<file path="src/rtl/sdram_chk_pkg.sv">
package sdram_chk_pkg;

    typedef enum logic [2:0] {
        CMD_NOP   = 3'd0,
        CMD_ACT   = 3'd1,
        CMD_RD    = 3'd2,
        CMD_WR    = 3'd3,
        CMD_PRE   = 3'd4,
        CMD_BST   = 3'd5,
        CMD_LMR   = 3'd6,
        CMD_OTHER = 3'd7
    } cmd_e;

    typedef enum logic [1:0] {
        BK_IDLE  = 2'd0,
        BK_OPEN  = 2'd1,
        BK_BURST = 2'd2,
        BK_PRECH = 2'd3
    } bank_st_e;

    typedef enum logic [2:0] {
        VC_NONE     = 3'd0,
        VC_TMRD     = 3'd1,
        VC_TRP      = 3'd2,
        VC_ACT_OPEN = 3'd3,
        VC_NO_ROW   = 3'd4,
        VC_MRS_BUSY = 3'd5,
        VC_BAD_BST  = 3'd6
    } viol_e;

endpackage

</file>
<file path="src/rtl/sdram_bank_fsm.sv">
module sdram_bank_fsm
    import sdram_chk_pkg::*;
#(
    parameter int ROW_W = 11,
    parameter int CNT_W = 4
) (
    input  logic             clk,
    input  logic             rst_n,
    input  logic             act_go,
    input  logic             rd_go,
    input  logic             wr_go,
    input  logic             pre_go,
    input  logic             bst_go,
    input  logic             ap,
    input  logic [ROW_W-1:0] row_in,
    input  logic [CNT_W-1:0] burst_cyc,
    input  logic [CNT_W-1:0] trp_cyc,
    output bank_st_e         state,
    output logic [ROW_W-1:0] row,
    output logic             blocked,
    output logic             eff_idle,
    output logic             is_open,
    output logic             rd_noap
);

    bank_st_e         st_q, st_n;
    logic [ROW_W-1:0] row_q, row_n;
    logic [CNT_W-1:0] cnt_q, cnt_n;
    logic             ap_q, ap_n;
    logic             rd_q, rd_n;

    // next-state process
    always_comb begin
        st_n  = st_q;
        row_n = row_q;
        cnt_n = cnt_q;
        ap_n  = ap_q;
        rd_n  = rd_q;
        unique case (st_q)
            BK_IDLE: begin
                if (act_go) begin
                    st_n  = BK_OPEN;
                    row_n = row_in;
                end
            end
            BK_OPEN: begin
                if (pre_go) begin
                    st_n  = BK_PRECH;
                    cnt_n = trp_cyc - 1'b1;
                end else if (rd_go || wr_go) begin
                    st_n  = BK_BURST;
                    cnt_n = burst_cyc - 1'b1;
                    ap_n  = ap;
                    rd_n  = rd_go;
                end
            end
            BK_BURST: begin
                if (pre_go) begin
                    st_n  = BK_PRECH;
                    cnt_n = trp_cyc - 1'b1;
                end else if (bst_go) begin
                    st_n  = BK_OPEN;
                end else if (rd_go || wr_go) begin
                    cnt_n = burst_cyc - 1'b1;
                    ap_n  = ap;
                    rd_n  = rd_go;
                end else if (cnt_q == '0) begin
                    if (ap_q) begin
                        st_n  = BK_PRECH;
                        cnt_n = trp_cyc - 1'b1;
                    end else begin
                        st_n  = BK_OPEN;
                    end
                end else begin
                    cnt_n = cnt_q - 1'b1;
                end
            end
            BK_PRECH: begin
                if (act_go) begin
                    st_n  = BK_OPEN;
                    row_n = row_in;
                end else if (cnt_q == '0) begin
                    st_n  = BK_IDLE;
                end else begin
                    cnt_n = cnt_q - 1'b1;
                end
            end
            default: st_n = BK_IDLE;
        endcase
    end

    // state register process
    always_ff @(posedge clk) begin
        if (!rst_n) begin
            st_q  <= BK_IDLE;
            row_q <= '0;
            cnt_q <= '0;
            ap_q  <= 1'b0;
            rd_q  <= 1'b0;
        end else begin
            st_q  <= st_n;
            row_q <= row_n;
            cnt_q <= cnt_n;
            ap_q  <= ap_n;
            rd_q  <= rd_n;
        end
    end

    // output process
    always_comb begin
        state    = st_q;
        row      = row_q;
        blocked  = 1'b0;
        eff_idle = 1'b0;
        is_open  = 1'b0;
        rd_noap  = 1'b0;
        unique case (st_q)
            BK_IDLE:  eff_idle = 1'b1;
            BK_OPEN:  is_open  = 1'b1;
            BK_BURST: begin
                blocked = ap_q;
                is_open = !ap_q;
                rd_noap = !ap_q && rd_q;
            end
            BK_PRECH: begin
                blocked  = (cnt_q != '0);
                eff_idle = (cnt_q == '0);
            end
            default: eff_idle = 1'b0;
        endcase
    end


    prech_hold_chk: assert property (@(posedge clk) disable iff (!rst_n)
        (st_q == BK_PRECH && cnt_q != '0) |=> (st_q == BK_PRECH));


    burst_noap_no_prech_chk: assert property (@(posedge clk) disable iff (!rst_n)
        (st_q == BK_BURST && !ap_q && !pre_go) |=> (st_q != BK_PRECH));


    open_row_stable_chk: assert property (@(posedge clk) disable iff (!rst_n)
        (st_q == BK_OPEN || st_q == BK_BURST) |=> $stable(row_q));


    go_exclusive_chk: assert property (@(posedge clk) disable iff (!rst_n)
        $onehot0({act_go, rd_go, wr_go, pre_go, bst_go}));

endmodule

</file>
<file path="config.mk">
export PLATFORM = sky130hd
export DESIGN_NAME = sdram_bank_fsm
export DESIGN_NICKNAME = d
export VERILOG_FILES = /design/src/rtl/sdram_chk_pkg.sv /design/src/rtl/sdram_bank_fsm.sv
export SDC_FILE = /design/constraint.sdc
export NUM_CORES = 1
export LEC_CHECK = 0
export ABC_AREA = 1
export BUFFER_PORTS_ARGS = -buffer_cell sky130_fd_sc_hd__buf_4
export CAP_MARGIN = 20
export CORE_ASPECT_RATIO = 0.5
export CORE_UTILIZATION = 32
export DETAILED_ROUTE_END_ITERATION = 8
export PLACE_DENSITY_LB_ADDON = 0.15
export SKIP_LAST_GASP = 1
export SYNTH_ARGS = -nofsm -noshare
export SYNTH_HDL_FRONTEND = slang
export SYNTH_SLANG_ARGS = --single-unit
</file>
<file path="constraint.sdc">
create_clock -name clk -period 4.4 [get_ports clk]
set_clock_uncertainty 0.15 [all_clocks]
set_input_delay 0.88 -clock clk [delete_from_list [all_inputs] [get_ports clk]]
set_output_delay 0.88 -clock clk [all_outputs]
set_load 0.01 [all_outputs]
</file>
; Word-level counts from Yosys, hierarchy flattened
; Index checks and enable logic that the tools add are counted.
[totals]
inputBits = 27
ff_bits = 19
elab_cells = 71
[op_classes]
addsub = 3
n_mux = 35
n_reduce_logical = 13
n_eq_ne = 15
[ops]
columns = cell, n
row1 = $mux 4, 9
row2 = $mux 2, 10
row3 = $ne 2x2->1 const B, 6
row4 = $pmux 4 s3, 1
row5 = $sub 4x1->4 const B, 3
row6 = $pmux 1 s2, 5
row7 = $mux 1, 9
row8 = $ne 3x3->1 const B, 3
row9 = $ne 4x4->1 const B, 2
row10 = $pmux 2 s4, 1
row11 = $reduce_and 6->1, 1
row12 = $ne 5x5->1 const B, 1
row13 = $reduce_and 5->1, 1
row14 = $eq 2x2->1 const B, 2
row15 = $logic_not 4->1, 1
row16 = $reduce_and 4->1, 1
row17 = $reduce_bool 4->1, 1
row18 = $reduce_bool 3->1, 1
row19 = $eq 2x1->1 const B, 1
row20 = $logic_not 2->1, 1
row21 = $reduce_and 2->1, 1
row22 = $reduce_bool 2->1, 1
row23 = $reduce_or 2->1, 1
row24 = $logic_and 1x1->1, 1
row25 = 2 further kinds, 2

; Depth between registers and ports, before layout
[depth]
depth_word = 7
depth_mapped = 12
mapped_depth_nobuf = 12

; Worst setup path before layout
; No wires, ideal clock.
[synth_timing]
path_type = reg-to-output
start = register st_q[0] (netlist: state[0])
end = output blocked
required_time_ps = 3370
path_stages_with_launch = 6
t_arrival_ps = 1125
setup_slack_ps = 2245
path_cell_list = dfxtp_1 inv_1 ha_1 buf_4 nand2_1 o21ai_0
[synth_via]
elab_chain_cells = 2
word_cells_on_any_way = 3
classes_between = eq/ne: 2 / mux: 1
[synth_lines]
columns = element, line
row1 = from (decl), sdram_bank_fsm.sv:26  ; bank_st_e st_q, st_n;
row2 = from (signal assigned), sdram_bank_fsm.sv:101  ; st_q <= st_n;
row3 = $eq 2x2->1, sdram_bank_fsm.sv:117  ; unique case (st_q)
row4 = $pmux 1 s2 *, sdram_bank_fsm.sv:117
row5 = to (decl), sdram_bank_fsm.sv:20  ; output logic blocked,
; Every way passes the cells marked *; elsewhere a longest branch is shown, timed or not.

; Final worst setup path
[layout_timing]
start = register st_q[0] (netlist: state[0])
end = output is_open
[layout_via]
elab_chain_cells = 2
word_cells_on_any_way = 3
classes_between = eq/ne: 2 / mux: 1
[layout_lines]
columns = element, line
row1 = $eq 2x2->1 / $eq 2x1->1 (equally long branches), sdram_bank_fsm.sv:117
row2 = $pmux 1 s2 *, sdram_bank_fsm.sv:117
row3 = to (decl), sdram_bank_fsm.sv:22  ; output logic is_open,
; Marks and branches as above.

==> impl_metrics.toml <==
[route]
drt_iter0_drc = 72
dr.pass1.iters = 4
drc_errors = 0
vias_per_cell = 4.63
dr_total_vias = 1478
routed_wl_microns = 3570
ant_nets = 0
wl_per_cell_microns = 11.2

[setup_path]
cp-startpoint = "state[0]"
worstPathMaxFanout = 12
reg2reg_to = "row[7]"
worst_path_max_delay_cell = "dfxtp_1"
endpoint = "is_open"
start_kind = "register"
worstPathArrival_ns = 1.71
cpLargestDelayFamily = "flip-flops"
critPathBufInv = 3
critPathCaptureType = "primary output"
critPathKind = "register to primary output"
crit_chain = "inv_1 > ha_1 > inv_2 > nor2_1 > o21a_1 > buf_4"
cp_num_cells = 6
reg2reg_depth = 6
ff2ff_setup_slack_ns = 2.10
cp.required_ns = 3.37
rr_startpoint = "state[0]"
cpPeakStageDelay_ns = 0.45

[placed_design]
hpwl_microns = 2860
place_ws_ns = 1.95
port_buffers = 43
gp_congestion = 0.849

[clocking]
cts_hold_buffers = 0
cts_resized = 0
cts_root_buf = "clkbuf_8"
insertion_delay_ns = 0.25
cts.sinks = 19
htree_levels = 1
cts_setup_buffers = 0
cts.clk_slew.worst_paths_ns = 0.07
cts_tree = "yes"
cts_made_buffers = 3
cts.path.max_buffers = 2

[synth]
ys_async_sr_fraction = 0
synth_flop_cell = "dfxtp_1"
syn-num-nets = 259
synth.cells.most_frequent = "46 x nand2_1, 46 x nor2_1, 21 x inv_1"
synthDistinctLibCells = 30
synth_area_leaders = "dfxtp_1 27%, nand2_1 12%, nor2_1 12%, ha_1 7.0%, inv_1 5.5%"
syn_area_sq_mm = 0.00143
yosys_warnings = 0
synth-seq-area-share = 0.266
synth-seq-cells = 19
syn_avg_cell_area_sq_um = 6.39
synth_edf_count = 0
synth_top_area_cell = "dfxtp_1"
synth_top_area_share = 0.266
syn_inst = 224

[run]
cap_violations = 0

[pwr]
power_frac_comb = 0.576
power.total_w = 0.000913
p_per_area_mw_per_mm2 = 500
p_clk_frac = 0.131
power.switching_w = 0.000412
cellLeakagePower_nw = 0.927
vdd_drop_max_mv = 0.248
sw_frac_of_total = 0.451
p_seq_frac = 0.293
internal_power_w = 0.000501

[floorplan]
core_region_area_sq_mm = 0.00408
chipHeight_microns = 49.3
dieArea_sq_mm = 0.00476
initial_core_util = 0.350
pin_count = 44
fp.dieW_microns = 96.6
fp-row-count = 16

[timing]
relSlewSlack = 0.539
post-route-min-period_ns = 2.74
setup_viol = 0
slew_violations = 0
fin_crit_sh = 0.622
hold_viol = 0
rsz0062_at_grt = "false"
setup_slack_ns = 1.66
tns_ns = 0
tightest_slew_ns = 0.689
max_freq_mhz = 366

[min_path]
hp-start = "row[0]"
min_path_type = "register to register"

[final_layout]
fill_cells = 449
drive_gt1_frac = 0.268
fin_nets = 301
area_growth_pct = 27.5
insertedDiodeCount = 0

[global_route]
grt_pass1_wl_microns = 5690
grt_max_degree = 18
grt_antenna_before_repair = 0
grt-ovfl-total = 0
grtUsageTotal = 0.153
grt_pass1_vias = 1282

[outcome]
outcome = "complete, no violations"
## cells by family after synthesis
logic type,share of synthesized area
AO/OA/AOI/OAI,0.143
buffers and inverters,0.103
flip-flops,0.266
AND/OR/NAND/NOR,0.406
adder cells (fa/ha/maj),0.0699
XOR/XNOR,0.0122
## how the worst min path moves through the flow
stage	end	slack (ns)	cells past startpoint
floorplan	rd_q	0.35	2
global placement	row[10]	0.35	2
detailed placement	row[2]	0.35	2
CTS	row[0]	0.38	2
global route	row[7]	0.41	2
finish	row[0]	0.37	2
## flip-flops by register name, indices dropped and copies added, names as in the netlist
signal and flops:
row 11, state 2, rd_q 1, ap_q 1, cnt_q 4
## cell type report
| cell class | instances | area [sq um] | share of cell area |
|---|---|---|---|
| well taps | 54 | 67.6 | 0.0370 |
| multi-input cells | 171 | 903 | 0.495 |
| inverters | 28 | 105 | 0.0576 |
| repair buffers | 43 | 323 | 0.177 |
| clock buffers | 3 | 41.3 | 0.0226 |
| flip-flops and latches | 19 | 380 | 0.208 |
| clock inverters | 1 | 5.00 | 0.00274 |
## routing by layer
layer	part of all wire	GRT usage	vias up
li1	-	-	794
met1	0.54	0.236	634
met2	0.38	0.215	50
met3	0.077	0.0452	0
met4	0	0.00735	0
met5	0	0	-
## per-stage QoR
stage | hold slack (ns) | cell area [sq um] | cells | utilization
after floorplan | 0.346 | 1430 | 224 | -
after CTS | 0.379 | 1830 | 319 | 0.447
after detailed placement | 0.354 | 1780 | 315 | 0.436
after global routing | 0.410 | 1830 | 319 | 0.447
after global placement | 0.351 | 1780 | 315 | 0.436
final | 0.374 | 1830 | 319 | 0.447
## power by group through the flow
stage / sequential (W) / clock, W / combinational (W)
finish: 0.000268 / 0.000120 / 0.000525
global route: 0.000275 / 0.000135 / 0.000587
CTS: 0.000268 / 0.000128 / 0.000526
detailed placement: 0.000270 / 0 / 0.000523
global placement: 0.000270 / 0 / 0.000523
floorplan: 0.000276 / 0 / 0.000359
## worst reg2reg max path, stage by stage (launching register included)
cell,delay (ns)
dfxtp_1,0.45
inv_1,0.10
ha_1,0.37
nor2_1,0.57
inv_1,0.35
nor2_1,0.18
nor2_1,0.06
## layout by cell type, fill, tap and decap left out, types with 2 or more instances in the layout
cell,netlist,final
a21oi_1,8,8
buf_4,1,43
clkbuf_8,0,3
dfxtp_1,19,19
ha_1,8,8
inv_1,21,21
inv_2,7,7
nand2_1,46,46
nand2_4,4,4
nand3_1,15,15
nand3_2,2,2
nand4_1,3,3
nor2_1,46,46
nor2_2,2,2
nor2_4,3,3
nor3_1,2,2
o21ai_0,14,14
o21ai_1,7,7
xor2_1,2,2
No activity file was read; power rests on OpenSTA's default activity.
